### src/rtl/tcg_pkg.sv
package tcg_pkg;
  localparam int PIN_W     = 4;
  localparam int PIN_BZ    = 0;
  localparam int PIN_DC    = 1;
  localparam int PIN_CK    = 2;
  localparam int PIN_BZN   = 3;
  localparam int PITCH_BIT = 3;

  typedef enum logic {
    SEL_OUTREG = 1'b0,
    SEL_PITCH  = 1'b1
  } tcg_sel_e;

  function automatic int imax(input int a, input int b);
    return (a > b) ? a : b;
  endfunction
endpackage

### src/rtl/tcg_prescaler.sv
module tcg_prescaler #(
  parameter int FAST_BIT = 2,
  parameter int CK_TAP   = 1
) (
  input  logic clk_i,
  input  logic rst_i,
  output logic tap_fast_o,
  output logic tap_slow_o,
  output logic tap_ck_o
);
  localparam int W = tcg_pkg::imax(FAST_BIT + 2, CK_TAP + 1);

  logic [W-1:0] cnt_q;

  always_ff @(posedge clk_i) begin
    if (rst_i) cnt_q <= '0;
    else       cnt_q <= cnt_q + 1'b1;
  end

  assign tap_fast_o = cnt_q[FAST_BIT];
  assign tap_slow_o = cnt_q[FAST_BIT+1];

  generate
    if (CK_TAP >= 0) begin : g_tap
      assign tap_ck_o = cnt_q[CK_TAP];
    end else begin : g_notap
      assign tap_ck_o = 1'b0;
    end
  endgenerate
endmodule

### src/rtl/tcg_pitch_mux.sv
module tcg_pitch_mux (
  input  logic clk_i,
  input  logic rst_i,
  input  logic tap_fast_i,
  input  logic tap_slow_i,
  input  logic slow_req_i,
  output logic wave_o
);
  logic slow_act_q;

  // Handover only while both taps are low, so the selected wave is low on
  // both sides of the switch.
  always_ff @(posedge clk_i) begin
    if (rst_i)                           slow_act_q <= 1'b0;
    else if (!tap_fast_i && !tap_slow_i) slow_act_q <= slow_req_i;
  end

  assign wave_o = slow_act_q ? tap_slow_i : tap_fast_i;
endmodule

### src/rtl/tcg_safe_gate.sv
module tcg_safe_gate (
  input  logic clk_i,
  input  logic rst_i,
  input  logic req_i,
  input  logic wave_i,
  output logic pin_o
);
  logic act_q;

  // The enable is only sampled while the wave is low, so a running high
  // phase always completes and a new one always starts from its edge.
  always_ff @(posedge clk_i) begin
    if (rst_i) begin
      act_q <= 1'b0;
      pin_o <= 1'b0;
    end else begin
      if (!wave_i) act_q <= req_i;
      pin_o <= act_q & wave_i;
    end
  end
endmodule

### src/rtl/tcg_regs.sv
module tcg_regs (
  input  logic       clk_i,
  input  logic       rst_i,
  input  logic       wr_en_i,
  input  logic       wr_sel_i,
  input  logic [3:0] wr_data_i,
  output logic [3:0] out_reg_o,
  output logic       slow_o
);
  import tcg_pkg::*;

  tcg_sel_e sel;
  assign sel = tcg_sel_e'(wr_sel_i);

  always_ff @(posedge clk_i) begin
    if (rst_i) begin
      out_reg_o <= '0;
      slow_o    <= 1'b0;
    end else if (wr_en_i) begin
      if (sel == SEL_PITCH) slow_o    <= wr_data_i[PITCH_BIT];
      else                  out_reg_o <= wr_data_i;
    end
  end
endmodule

### src/rtl/tone_clkout_gen.sv
module tone_clkout_gen #(
  parameter int FAST_BIT    = 2,
  parameter bit BZ_ON       = 1'b1,
  parameter bit INV_ON      = 1'b1,
  parameter bit INV_FROM_R3 = 1'b0,
  parameter bit CK_ON       = 1'b1,
  parameter int CK_DIV_LOG2 = 2
) (
  input  logic       clk_i,
  input  logic       rst_i,
  input  logic       wr_en_i,
  input  logic       wr_sel_i,
  input  logic [3:0] wr_data_i,
  input  logic       rd_sel_i,
  output logic [3:0] rd_data_o,
  output logic [3:0] pins_o
);
  import tcg_pkg::*;

  localparam int CK_TAP   = CK_DIV_LOG2 - 1;
  localparam bit BZN_LIVE = BZ_ON && INV_ON;

  logic [PIN_W-1:0] out_reg;
  logic             slow_sel;
  logic             tap_fast, tap_slow, tap_ck;
  logic             wave_bz;
  logic             p_bz, p_dc, p_ck, p_bzn;
  tcg_sel_e         rsel;

  tcg_regs u_regs (
    .clk_i     (clk_i),
    .rst_i     (rst_i),
    .wr_en_i   (wr_en_i),
    .wr_sel_i  (wr_sel_i),
    .wr_data_i (wr_data_i),
    .out_reg_o (out_reg),
    .slow_o    (slow_sel)
  );

  tcg_prescaler #(.FAST_BIT(FAST_BIT), .CK_TAP(CK_TAP)) u_pre (
    .clk_i      (clk_i),
    .rst_i      (rst_i),
    .tap_fast_o (tap_fast),
    .tap_slow_o (tap_slow),
    .tap_ck_o   (tap_ck)
  );

  tcg_pitch_mux u_pitch (
    .clk_i      (clk_i),
    .rst_i      (rst_i),
    .tap_fast_i (tap_fast),
    .tap_slow_i (tap_slow),
    .slow_req_i (slow_sel),
    .wave_o     (wave_bz)
  );

  // Read path
  assign rsel = tcg_sel_e'(rd_sel_i);
  always_ff @(posedge clk_i) begin
    if (rst_i)                  rd_data_o <= '0;
    else if (rsel == SEL_PITCH) rd_data_o <= {slow_sel, 3'b000};
    else                        rd_data_o <= out_reg;
  end

  // Pin 1: plain DC
  always_ff @(posedge clk_i) begin
    if (rst_i) p_dc <= 1'b0;
    else       p_dc <= out_reg[PIN_DC];
  end

  // Pin 0: buzzer or DC
  generate
    if (BZ_ON) begin : g_bz
      tcg_safe_gate u_gate (
        .clk_i  (clk_i),
        .rst_i  (rst_i),
        .req_i  (out_reg[PIN_BZ]),
        .wave_i (wave_bz),
        .pin_o  (p_bz)
      );
    end else begin : g_bz_dc
      always_ff @(posedge clk_i) begin
        if (rst_i) p_bz <= 1'b0;
        else       p_bz <= out_reg[PIN_BZ];
      end
    end
  endgenerate

  // Pin 3: inverted buzzer or DC
  generate
    if (BZN_LIVE) begin : g_bzn
      logic bzn_req;
      assign bzn_req = INV_FROM_R3 ? out_reg[PIN_BZN] : out_reg[PIN_BZ];
      tcg_safe_gate u_gate (
        .clk_i  (clk_i),
        .rst_i  (rst_i),
        .req_i  (bzn_req),
        .wave_i (~wave_bz),
        .pin_o  (p_bzn)
      );
    end else begin : g_bzn_dc
      always_ff @(posedge clk_i) begin
        if (rst_i) p_bzn <= 1'b0;
        else       p_bzn <= out_reg[PIN_BZN];
      end
    end
  endgenerate

  // Pin 2: divided clock or DC
  generate
    if (CK_ON && CK_DIV_LOG2 > 0) begin : g_ck
      tcg_safe_gate u_gate (
        .clk_i  (clk_i),
        .rst_i  (rst_i),
        .req_i  (out_reg[PIN_CK]),
        .wave_i (tap_ck),
        .pin_o  (p_ck)
      );
    end else if (CK_ON) begin : g_ck_full
      logic en_low_q;
      // Enable changes only while the clock is low.
      always_ff @(negedge clk_i) begin
        if (rst_i) en_low_q <= 1'b0;
        else       en_low_q <= out_reg[PIN_CK];
      end
      assign p_ck = clk_i & en_low_q;
    end else begin : g_ck_dc
      always_ff @(posedge clk_i) begin
        if (rst_i) p_ck <= 1'b0;
        else       p_ck <= out_reg[PIN_CK];
      end
    end
  endgenerate

  assign pins_o = {p_bzn, p_ck, p_dc, p_bz};
endmodule

### config.mk
export PLATFORM = sky130hd
export DESIGN_NAME = tone_clkout_gen
export DESIGN_NICKNAME = d
export VERILOG_FILES = /design/src/rtl/tcg_pkg.sv /design/src/rtl/tcg_prescaler.sv /design/src/rtl/tcg_pitch_mux.sv /design/src/rtl/tcg_safe_gate.sv /design/src/rtl/tcg_regs.sv /design/src/rtl/tone_clkout_gen.sv
export SDC_FILE = /design/constraint.sdc
export NUM_CORES = 1
export LEC_CHECK = 0
export BUFFER_PORTS_ARGS = -buffer_cell sky130_fd_sc_hd__buf_2
export CORE_MARGIN = 2
export CORE_UTILIZATION = 53
export DETAILED_ROUTE_END_ITERATION = 16
export PLACE_DENSITY = 0.88
export REMOVE_ABC_BUFFERS = 1
export SYNTH_ARGS = -nofsm -noshare
export SYNTH_HDL_FRONTEND = slang
export SYNTH_SLANG_ARGS = --single-unit
### constraint.sdc
create_clock -name clk_i -period 1.52 [get_ports clk_i]
set_input_delay 0.304 -clock clk_i [delete_from_list [all_inputs] [get_ports clk_i]]
set_output_delay 0.304 -clock clk_i [all_outputs]
set_load 0.1 [all_outputs]
-- After elaboration in Yosys (flattened, before gate mapping)
Cells that the tools add are included.
- output and inout port bits: 8
- word-level logic and storage cells: 27
- flip-flop bits (word level): 21
- bits of input ports: 9
- add/sub/neg operators: 1
- bitwise gates (word level): 5
- reduce and logical (&&, ||, !) cells: 6
- mux-type cells: 2
- operators with widths (kind ; number):
    4-bit by 1-bit adder with 4-bit output, second input constant ; 1
    4-bit 2-to-1 mux ; 1
    2-bit AND reduction ; 2
    1-bit bitwise AND ; 3
    1-bit zero test ; 2
    1-bit NOT ; 2
    2-bit OR reduction ; 1
    1-bit logical AND ; 1
    1-bit 2-to-1 mux ; 1

-- Logic depth before layout (Yosys ltp)
Gate-level depths: netlist of the first run.
- depth in word-level cells: 3
- mapped depth: 4
- gate-level depth less buffers: 3

-- Modules after synthesis
From an unflattened synthesis of the first run, not the netlist that was laid out.
- cells, all modules: 74
- area, all modules: 783.3 um^2
- by module, submodules not included (module ; area each (um^2) ; cells each ; seq. area each (um^2) ; instances):
    tcg_regs ; 224.0 ; 21 ; 100.1 ; 1
    tcg_safe_gate ; 62.6 ; 6 ; 40.0 ; 3
    tone_clkout_gen ; 176.4 ; 17 ; 100.1 ; 1
    tcg_prescaler ; 145.1 ; 13 ; 80.1 ; 1
    tcg_pitch_mux ; 50.0 ; 5 ; 20.0 ; 1

-- Least setup slack after synthesis of the first run
OpenSTA, ideal clock, no wires.
- path type: flip-flop to output port
- start point: register rd_data_o[0]
- end point: output port rd_data_o[0]
- stages on the path, launching flop included: 1
- data arrival time: 0.909 ns
- setup slack: 0.307 ns
- buffers on the path: 0
- cell sequence: dfxtp_1
- RTL lines (item ; line ; source):
    start: declaration ; tone_clkout_gen.sv:15 ; output logic [3:0] rd_data_o,
    start signal: assignment ; tone_clkout_gen.sv:61 ; else if (rsel == SEL_PITCH) rd_data_o <= {slow_sel, 3'b000};
    start signal: assignment ; tone_clkout_gen.sv:62 ; else rd_data_o <= out_reg;
No word-level cell between the ends.

-- Worst setup path after layout of the first run
- start point: register rd_data_o[3]
- end point: output port rd_data_o[3]
No word-level cell between the ends.

==> results.json, run 1 <==
{
  "final_cell_area_sq_um": 816,
  "numPortBuffers": 16,
  "ys_warn_count": 0,
  "clkTransAtPathRegs_ps": 110,
  "cp.required_ps": 1220,
  "crit_buf_inv": 1,
  "grt_max_degree": 19,
  "critPathMaxStageDelay_ps": 410,
  "layoutNonFillerInstCount": 99,
  "cp.arrival_ps": 1030,
  "p_seq_share_pct": 63.0,
  "wl_mm": 1.06,
  "dp_cells": 95,
  "setup_violations": 0,
  "grt_pass1_wl_mm": 1.70,
  "core_sq_um": 1300,
  "cp_slowest_cell": "buf_2",
  "antenna_found_initial": 0,
  "period_share_pct": 88.0,
  "io-pin-count": 17,
  "netlist_area_sq_um": 736,
  "num_vias": 487,
  "clockBufferDepth": 2,
  "path_delay_family": "buffers and inverters",
  "path_cells": "buf_2",
  "hold_class": "in -> reg",
  "worst_pin_slew_ps": 489,
  "grt_overflow": 0,
  "root_buffer": "clkbuf_4",
  "cts_hold_buffers": 0,
  "worst_setup_path_start_kind": "flop",
  "leakage_nw": 0.369,
  "synth_cell_type_count": 21,
  "drtIter0Drc": 4,
  "slew_headroom_pct": 67.6,
  "crit_type": "reg -> out",
  "die_y_um": 41.3,
  "drtPass1Iterations": 2,
  "dieArea_sq_um": 1700,
  "ys_async_sr_fraction_pct": 0,
  "cp-end-kind": "output port",
  "post-route-util_pct": 62.7,
  "die-width_um": 41.3,
  "via_per_inst": 4.92,
  "gp_routability_congestion": 0.736,
  "cts_tree": "built",
  "drive_above_1_share_pct": 26.2,
  "wire_per_inst_um": 10.7,
  "cap_violations": 0,
  "synthCells": 71,
  "num_rows": 13,
  "rsz0062_at_grt": "false",
  "skew_ps": 3.94,
  "power.switching_uw": 222,
  "powerDensity_nw_per_um2": 1130,
  "post_cts_buffers": 0,
  "area_growth_pct": 10.9,
  "slew_viol_final": 0,
  "htree_levels": 1,
  "nets": 95,
  "min_period_ps": 1340,
  "cp_max_fo": 1,
  "start_util_pct": 56.5,
  "clkLatencyLatePin_ps": 290,
  "max_freq_ghz": 0.747,
  "cts_resized": 0,
  "p_int_uw": 703,
  "ant_nets": 0,
  "ys_ff_latch": 21,
  "drc": 0,
  "placed_area_sq_um": 790,
  "grtUsageTotal_pct": 16.1,
  "grt_pass1_vias": 431,
  "synth_flop_cell": "dfxtp_1",
  "finalHoldViolCount": 0,
  "avgSynthCellArea_sq_um": 10.4,
  "status": "finished, final reports clean",
  "cts_buffers": 3,
  "clock-sinks": 21,
  "fin_tns_setup_ps": 0,
  "share_comb_of_total_power_pct": 9.3,
  "num_antenna_cells": 0,
  "swShare_pct": 24.0,
  "finalPower_uw": 925,
  "ir_drop_v": 0.000732,
  "clkPwrFrac_pct": 27.7,
  "synth-seq-area-share_pct": 57.1,
  "synth_edf_count": 0
}
[sequential cells by signal (all words and copies together), names as in the netlist]
signal	count
rd_data_o	4
g_ck.u_gate.act_q	1
g_ck.u_gate.pin_o	1
p_dc	1
g_bzn.u_gate.pin_o	1
g_bz.u_gate.pin_o	1
g_bzn.u_gate.act_q	1
g_bz.u_gate.act_q	1
u_pitch.slow_act_q	1
u_regs.out_reg_o	4
u_pre.cnt_q	4
u_regs.slow_o	1
[per-layer routing]
layer  routed length, um  share of wire [%]  GRT usage, %  vias up
li1                    -                  -             -      251
met1                 466                 44          17.7      222
met2                 531                 50          28.1       10
met3                  35                3.3          3.26        4
met4                  26                2.5          9.68        0
met5                   0                  0             0        -
[worst paths after layout]
kind	start	to	slack, ps	cells past startpoint
worst max-delay path	rd_data_o[3]$_SDFF_PP0_	rd_data_o[3]	180	1
worst max register to register	u_pitch.slow_act_q$_SDFFE_PP0P_	g_bzn.u_gate.act_q$_SDFFE_PP0P_	390	3
worst min-delay path	wr_data_i[1]	u_regs.out_reg_o[1]$_SDFFE_PP0P_	240	3
worst min register to register	g_ck.u_gate.act_q$_SDFFE_PP0N_	g_ck.u_gate.pin_o$_SDFF_PP0_	450	2
[cell usage after synthesis, types with 2 or more instances]
master / count / area [sq um]
nor2b_1: 3 / 18.8
buf_4: 4 / 30.0
mux2i_1: 6 / 60.1
nor2_1: 12 / 45.0
a21oi_1: 3 / 15.0
buf_2: 2 / 10.0
nand2_1: 4 / 15.0
and2_1: 3 / 18.8
dfxtp_1: 21 / 420
nand3_1: 2 / 10.0
[kinds of logic (layout without fill, tap and decap cells)]
| family | after synthesis | in the layout | share of synthesized area, % |
|---|---|---|---|
| multiplexers | 7 | 7 | 10.0 |
| AND/OR/NAND/NOR | 27 | 27 | 18.2 |
| XOR/XNOR | 2 | 2 | 2.38 |
| buffers and inverters | 8 | 21 | 6.63 |
| AO/OA/AOI/OAI | 5 | 5 | 3.91 |
| flip-flops | 21 | 21 | 57.1 |
| adder cells (fa/ha/maj) | 1 | 1 | 1.70 |
[final cells by class]
type,instances,area [sq um]
sequential,21,420
inverter,1,3.75
fill,120,485
multi-input combinational,42,267
tap,15,18.8
clock buffer,4,26.3
timing repair buffer,16,80.1
[placed cells by master, fill, tap and decap left out, drive strengths merged, types with 2 or more instances in the layout]
cell	n
buf	16
nand3	2
and2	3
nand2	4
nor2	12
mux2i	7
clkbuf	4
nor2b	3
a21oi	3
dfxtp	21
[power groups by stage]
stage | combinational, mW | clock, mW | sequential (mW)
5_1_grt | 0.0940 | 0.277 | 0.586
3_5_place_dp | 0.0867 | 0 | 0.596
3_3_place_gp | 0.0826 | 0 | 0.595
2_1_floorplan | 0.0346 | 0 | 0.617
6_report | 0.0862 | 0.256 | 0.583
4_1_cts | 0.0871 | 0.262 | 0.583
[stage by stage]
stage | hold slack [ps] | setup slack, ps
2_1_floorplan | 371 | 307
3_3_place_gp | 428 | 345
3_5_place_dp | 435 | 308
4_1_cts | 239 | 166
5_1_grt | 259 | 133
6_report | 240 | 182
Note: power is estimated with default switching activity, not from simulation.
==> run 2, diff against run 1 <==
--- a/config.mk
+++ b/config.mk
@@ -7,9 +7,9 @@
 export LEC_CHECK = 0
 export BUFFER_PORTS_ARGS = -buffer_cell sky130_fd_sc_hd__buf_2
 export CORE_MARGIN = 2
-export CORE_UTILIZATION = 53
+export CORE_UTILIZATION = 50
 export DETAILED_ROUTE_END_ITERATION = 16
-export PLACE_DENSITY = 0.88
+export PLACE_DENSITY = 0.84
 export REMOVE_ABC_BUFFERS = 1
 export SYNTH_ARGS = -nofsm -noshare
 export SYNTH_HDL_FRONTEND = slang
==> run 2 against run 1 <==
- critical path depth unchanged
- wire length decreased by 12%
- worst setup slack got worse by 9.9 ps
- combinational power grew 0.9%
- count of clock-buffer cells in the layout fell by 1
- sequential cell count unchanged
- clock skew increased by 1.6 ps
- clock power shrank 2%
- sequential power about the same
- non-clock buffer count is 1 higher
- die area is 5.4% higher
- largest cell class unchanged
==> results.json, run 2 (same netlist as run 1, synthesis figures left out) <==
{
  "dieArea_sq_um": 1790,
  "grt_max_degree": 15,
  "setup_violations": 0,
  "grt_overflow": 0,
  "fill_cells": 117,
  "min_period_ps": 1350,
  "start_util_pct": 55.2,
  "cap_violations": 0,
  "cts_buffers": 3,
  "root_buffer": "clkbuf_4",
  "period_share_pct": 88.7,
  "worst_pin_slew_ps": 485,
  "finalPower_uw": 921,
  "cp.arrival_ps": 1040,
  "leakage_nw": 0.376,
  "clockBufferDepth": 2,
  "skew_ps": 5.52,
  "cp_max_fo": 1,
  "num_vias": 474,
  "drtPass1Iterations": 3,
  "final_cell_mix": "dfxtp_1 (21), buf_2 (16), nor2_1 (12), mux2i_1 (6), nand2_1 (4)",
  "cp-end-kind": "output port",
  "place_ws_ps": 301,
  "die-width_um": 42.4,
  "path_delay_family": "buffers and inverters",
  "finalHoldViolCount": 0,
  "cts_resized": 0,
  "num_antenna_cells": 0,
  "path_cells": "buf_2",
  "grt_pass1_vias": 417,
  "post-dp-hpwl_um": 715,
  "cts_hold_buffers": 0,
  "hold_class": "in -> reg",
  "layout_commonest_cell": "dfxtp_1",
  "rsz0062_at_grt": "false",
  "htree_levels": 1,
  "cp_slowest_cell": "buf_2",
  "cp.required_ps": 1220,
  "post_cts_buffers": 0,
  "final_cell_area_sq_um": 825,
  "grtUsageTotal_pct": 12.1,
  "wire_per_inst_um": 9.31,
  "numPortBuffers": 16,
  "gp_routability_congestion": 0.695,
  "crit_type": "reg -> out",
  "ir_drop_v": 0.000999,
  "placed_area_sq_um": 797,
  "io-pin-count": 17,
  "drive_above_1_share_pct": 28.2,
  "num_rows": 13,
  "status": "finished, final reports clean",
  "slew_viol_final": 0,
  "critPathMaxStageDelay_ps": 420,
  "core_sq_um": 1330,
  "wl_um": 931,
  "area_growth_pct": 12.1,
  "drtIter0Drc": 14,
  "die_y_um": 42.4,
  "clock-sinks": 21,
  "clkLatencyLatePin_ps": 300,
  "via_per_inst": 4.74,
  "max_freq_ghz": 0.742,
  "slew_headroom_pct": 67.9,
  "clkTransAtPathRegs_ps": 110,
  "powerDensity_nw_per_um2": 1120,
  "grt_pass1_wl_mm": 1.59,
  "ant_nets": 0,
  "nets": 96,
  "worst_setup_path_start_kind": "flop",
  "top_regs": "rd_data_o (4), u_pre.cnt_q (4), u_regs.out_reg_o (4)",
  "drc": 0,
  "setup_ws_ps": 172,
  "fin_tns_setup_ps": 0,
  "cts_tree": "built",
  "antenna_found_initial": 0,
  "crit_buf_inv": 1
}
[run 2: cell type report]
cell class                      instances  area (sq um)  area share (%)
Inverter                                1          3.75           0.455
Clock inverter                          1          5.00           0.607
Tap cell                               15          18.8            2.28
Multi-Input combinational cell         42           267            32.3
Clock buffer                            3          22.5            2.73
Timing Repair Buffer                   17          87.6            10.6
Sequential cell                        21           420            51.0
[run 2: power breakdown]
part | total (mW) | internal (mW) | switching [mW]
clock | 0.252 | 0.0981 | 0.154
combinational | 0.0870 | 0.0332 | 0.0538
sequential | 0.583 | 0.570 | 0.0132
total | 0.921 | 0.701 | 0.220
[run 2: final timing paths]
kind	end	cells after the start	slack [ps]	from
min reg2reg	g_ck.u_gate.pin_o$_SDFF_PP0_	2	450	g_ck.u_gate.act_q$_SDFFE_PP0N_
max reg2reg	g_bzn.u_gate.act_q$_SDFFE_PP0P_	3	450	u_pitch.slow_act_q$_SDFFE_PP0P_
min	u_regs.out_reg_o[1]$_SDFFE_PP0P_	3	230	wr_data_i[1]
max	rd_data_o[3]	1	170	rd_data_o[3]$_SDFF_PP0_
[run 2: metrics by stage]
step	std cells	hold slack (ps)	utilization, %
floorplan	64	371	-
global placement	96	432	59.8
detailed placement	96	437	59.8
CTS	100	227	61.8
global route	100	231	61.8
finish	100	232	61.8
[run 2: worst min-delay path: stages]
cell	delay, ps
buf_2	70
mux2i_1	50
nor2_1	70
[run 2: per-layer routing]
metal	wire (um)	track usage (%)	up-vias	share of wire (%)
met2	368	18.5	16	40
li1	-	-	252	-
met5	0	0	-	0
met4	10	3.75	0	1.1
met1	465	13.7	204	50
met3	87	7.76	2	9.3
==> run 3, diff against run 2 <==
--- a/config.mk
+++ b/config.mk
@@ -11,6 +11,7 @@
 export DETAILED_ROUTE_END_ITERATION = 16
 export PLACE_DENSITY = 0.84
 export REMOVE_ABC_BUFFERS = 1
+export SETUP_SLACK_MARGIN = 0.2
 export SYNTH_ARGS = -nofsm -noshare
 export SYNTH_HDL_FRONTEND = slang
 export SYNTH_SLANG_ARGS = --single-unit
==> run 3 against run 2 <==
- sequential share of layout area is 1.2 points lower
- cell area is 2.4% higher
- combinational power is 2.4% higher
- wire length is 2.8% higher
- die area stayed put
- register-to-register slack hardly changed
- critical path depth stayed put
- sequential cell count stayed put
- core utilization is 1.5 points higher
- total power is 0.27% higher
- count of clock-buffer cells in the layout stayed put
- hold slack better by 0.52 ps
- largest power group unchanged
==> results.json, run 3 (same netlist as run 1, synthesis figures left out) <==
{
  "status": "finished, final reports clean",
  "path_delay_family": "flip-flops",
  "p_int_uw": 703,
  "area_growth_pct": 14.8,
  "crit_type": "reg -> out",
  "drtPass1Iterations": 3,
  "setup_violations": 0,
  "power.switching_uw": 221,
  "numPortBuffers": 16,
  "drive_above_1_share_pct": 28.2,
  "whs_ps": 232,
  "antenna_found_initial": 0,
  "die_y_um": 42.4,
  "place_ws_ps": 301,
  "wl_um": 957,
  "htree_levels": 1,
  "powerDensity_nw_per_um2": 1090,
  "cp_max_fo": 1,
  "share_comb_of_total_power_pct": 9.6,
  "hold_class": "in -> reg",
  "nets": 96,
  "start_util_pct": 55.2,
  "gp_routability_congestion": 0.695,
  "leakage_nw": 0.376,
  "clkLatencyLatePin_ps": 300,
  "placed_area_sq_um": 797,
  "cp_slowest_cell": "dfxtp_1",
  "grt_overflow": 0,
  "clkPwrFrac_pct": 27.3,
  "p_seq_share_pct": 63.1,
  "clkTransAtPathRegs_ps": 110,
  "drc": 0,
  "cp.arrival_ps": 920,
  "io-pin-count": 17,
  "num_vias": 472,
  "layoutNonFillerInstCount": 100,
  "cap_violations": 0,
  "worst_setup_path_start_kind": "flop",
  "drtIter0Drc": 8,
  "layout_commonest_cell": "dfxtp_1",
  "ant_nets": 0,
  "num_rows": 13,
  "num_antenna_cells": 0,
  "max_freq_ghz": 0.820,
  "cts_hold_buffers": 0,
  "via_per_inst": 4.72,
  "fill_cells": 116,
  "setup_ws_ps": 300,
  "cp-end-kind": "output port",
  "swShare_pct": 23.9,
  "worst_pin_slew_ps": 468,
  "cts_buffers": 3,
  "clockBufferDepth": 2,
  "skew_ps": 4.10,
  "grt_pass1_wl_mm": 1.61,
  "grt_pass1_vias": 425,
  "clock-sinks": 21,
  "grt_max_degree": 15,
  "dieArea_sq_um": 1790,
  "wire_per_inst_um": 9.57,
  "critPathMaxStageDelay_ps": 330,
  "post_cts_buffers": 0,
  "core_sq_um": 1330,
  "cp.required_ps": 1220,
  "root_buffer": "clkbuf_4",
  "period_share_pct": 80.2,
  "slew_viol_final": 0,
  "die-width_um": 42.4,
  "grtUsageTotal_pct": 12.1,
  "final_cell_mix": "dfxtp_1 (21), nor2_1 (12), buf_4 (9), buf_2 (8), mux2i_1 (6)",
  "cts_tree": "built",
  "ir_drop_v": 0.00101,
  "path_cells": "buf_4",
  "post-route-util_pct": 63.3,
  "final_cell_area_sq_um": 845,
  "finalHoldViolCount": 0,
  "top_regs": "rd_data_o (4), u_pre.cnt_q (4), u_regs.out_reg_o (4)",
  "dp_cells": 96,
  "min_period_ps": 1220,
  "post-dp-hpwl_um": 715,
  "rsz0062_at_grt": "false",
  "crit_buf_inv": 1,
  "finalPower_uw": 924,
  "slew_headroom_pct": 68.7,
  "fin_tns_setup_ps": 0
}
[run 3: cell types whose count changed in the layout (fill, tap and decap cells not counted)]
cell,change
buf_4,+8
buf_2,-8
[run 3: what timing repair did]
action | CTS | global route
endpoints found under the setup margin | 8 | 0
endpoints found under the hold margin | 0 | 0
gates resized for setup | 8 | 0
[run 3: final timing paths]
path                                                 startpoint                                to  slack [ps]  cells past startpoint
worst max-delay path                    rd_data_o[3]$_SDFF_PP0_                      rd_data_o[3]         300                      1
worst max register to register  u_pitch.slow_act_q$_SDFFE_PP0P_   g_bzn.u_gate.act_q$_SDFFE_PP0P_         450                      3
worst min-delay path                               wr_data_i[1]  u_regs.out_reg_o[1]$_SDFFE_PP0P_         230                      3
worst min register to register   g_ck.u_gate.act_q$_SDFFE_PP0N_      g_ck.u_gate.pin_o$_SDFF_PP0_         450                      2
[run 3: power by group through the flow]
| stage | combinational, mW | clock, mW | sequential, mW |
|---|---|---|---|
| after floorplan | 0.0346 | 0 | 0.617 |
| after global placement | 0.0855 | 0 | 0.595 |
| after detailed placement | 0.0871 | 0 | 0.595 |
| after CTS | 0.0898 | 0.263 | 0.583 |
| after global routing | 0.0975 | 0.288 | 0.585 |
| final | 0.0891 | 0.252 | 0.583 |
[run 3: worst register-to-register path: stages (launching register included)]
cell and delay [ps]:
dfxtp_1 380, mux2i_2 330, mux2i_1 220, nor2_1 50
[run 3: layout make-up]
type | count | area (sq um) | share of cell area [%]
Clock buffer | 3 | 22.5 | 2.67
Clock inverter | 1 | 5.00 | 0.593
Inverter | 1 | 3.75 | 0.444
Multi-Input combinational cell | 42 | 267 | 31.6
Sequential cell | 21 | 420 | 49.8
Tap cell | 15 | 18.8 | 2.22
Timing Repair Buffer | 17 | 108 | 12.7
[run 3: routing by layer]
layer	up-vias	GRT usage [%]	wire [um]
met5	-	0	0
met4	0	3.75	10
met3	2	7.76	82
met2	14	19.1	399
met1	203	13.4	466
li1	253	-	-
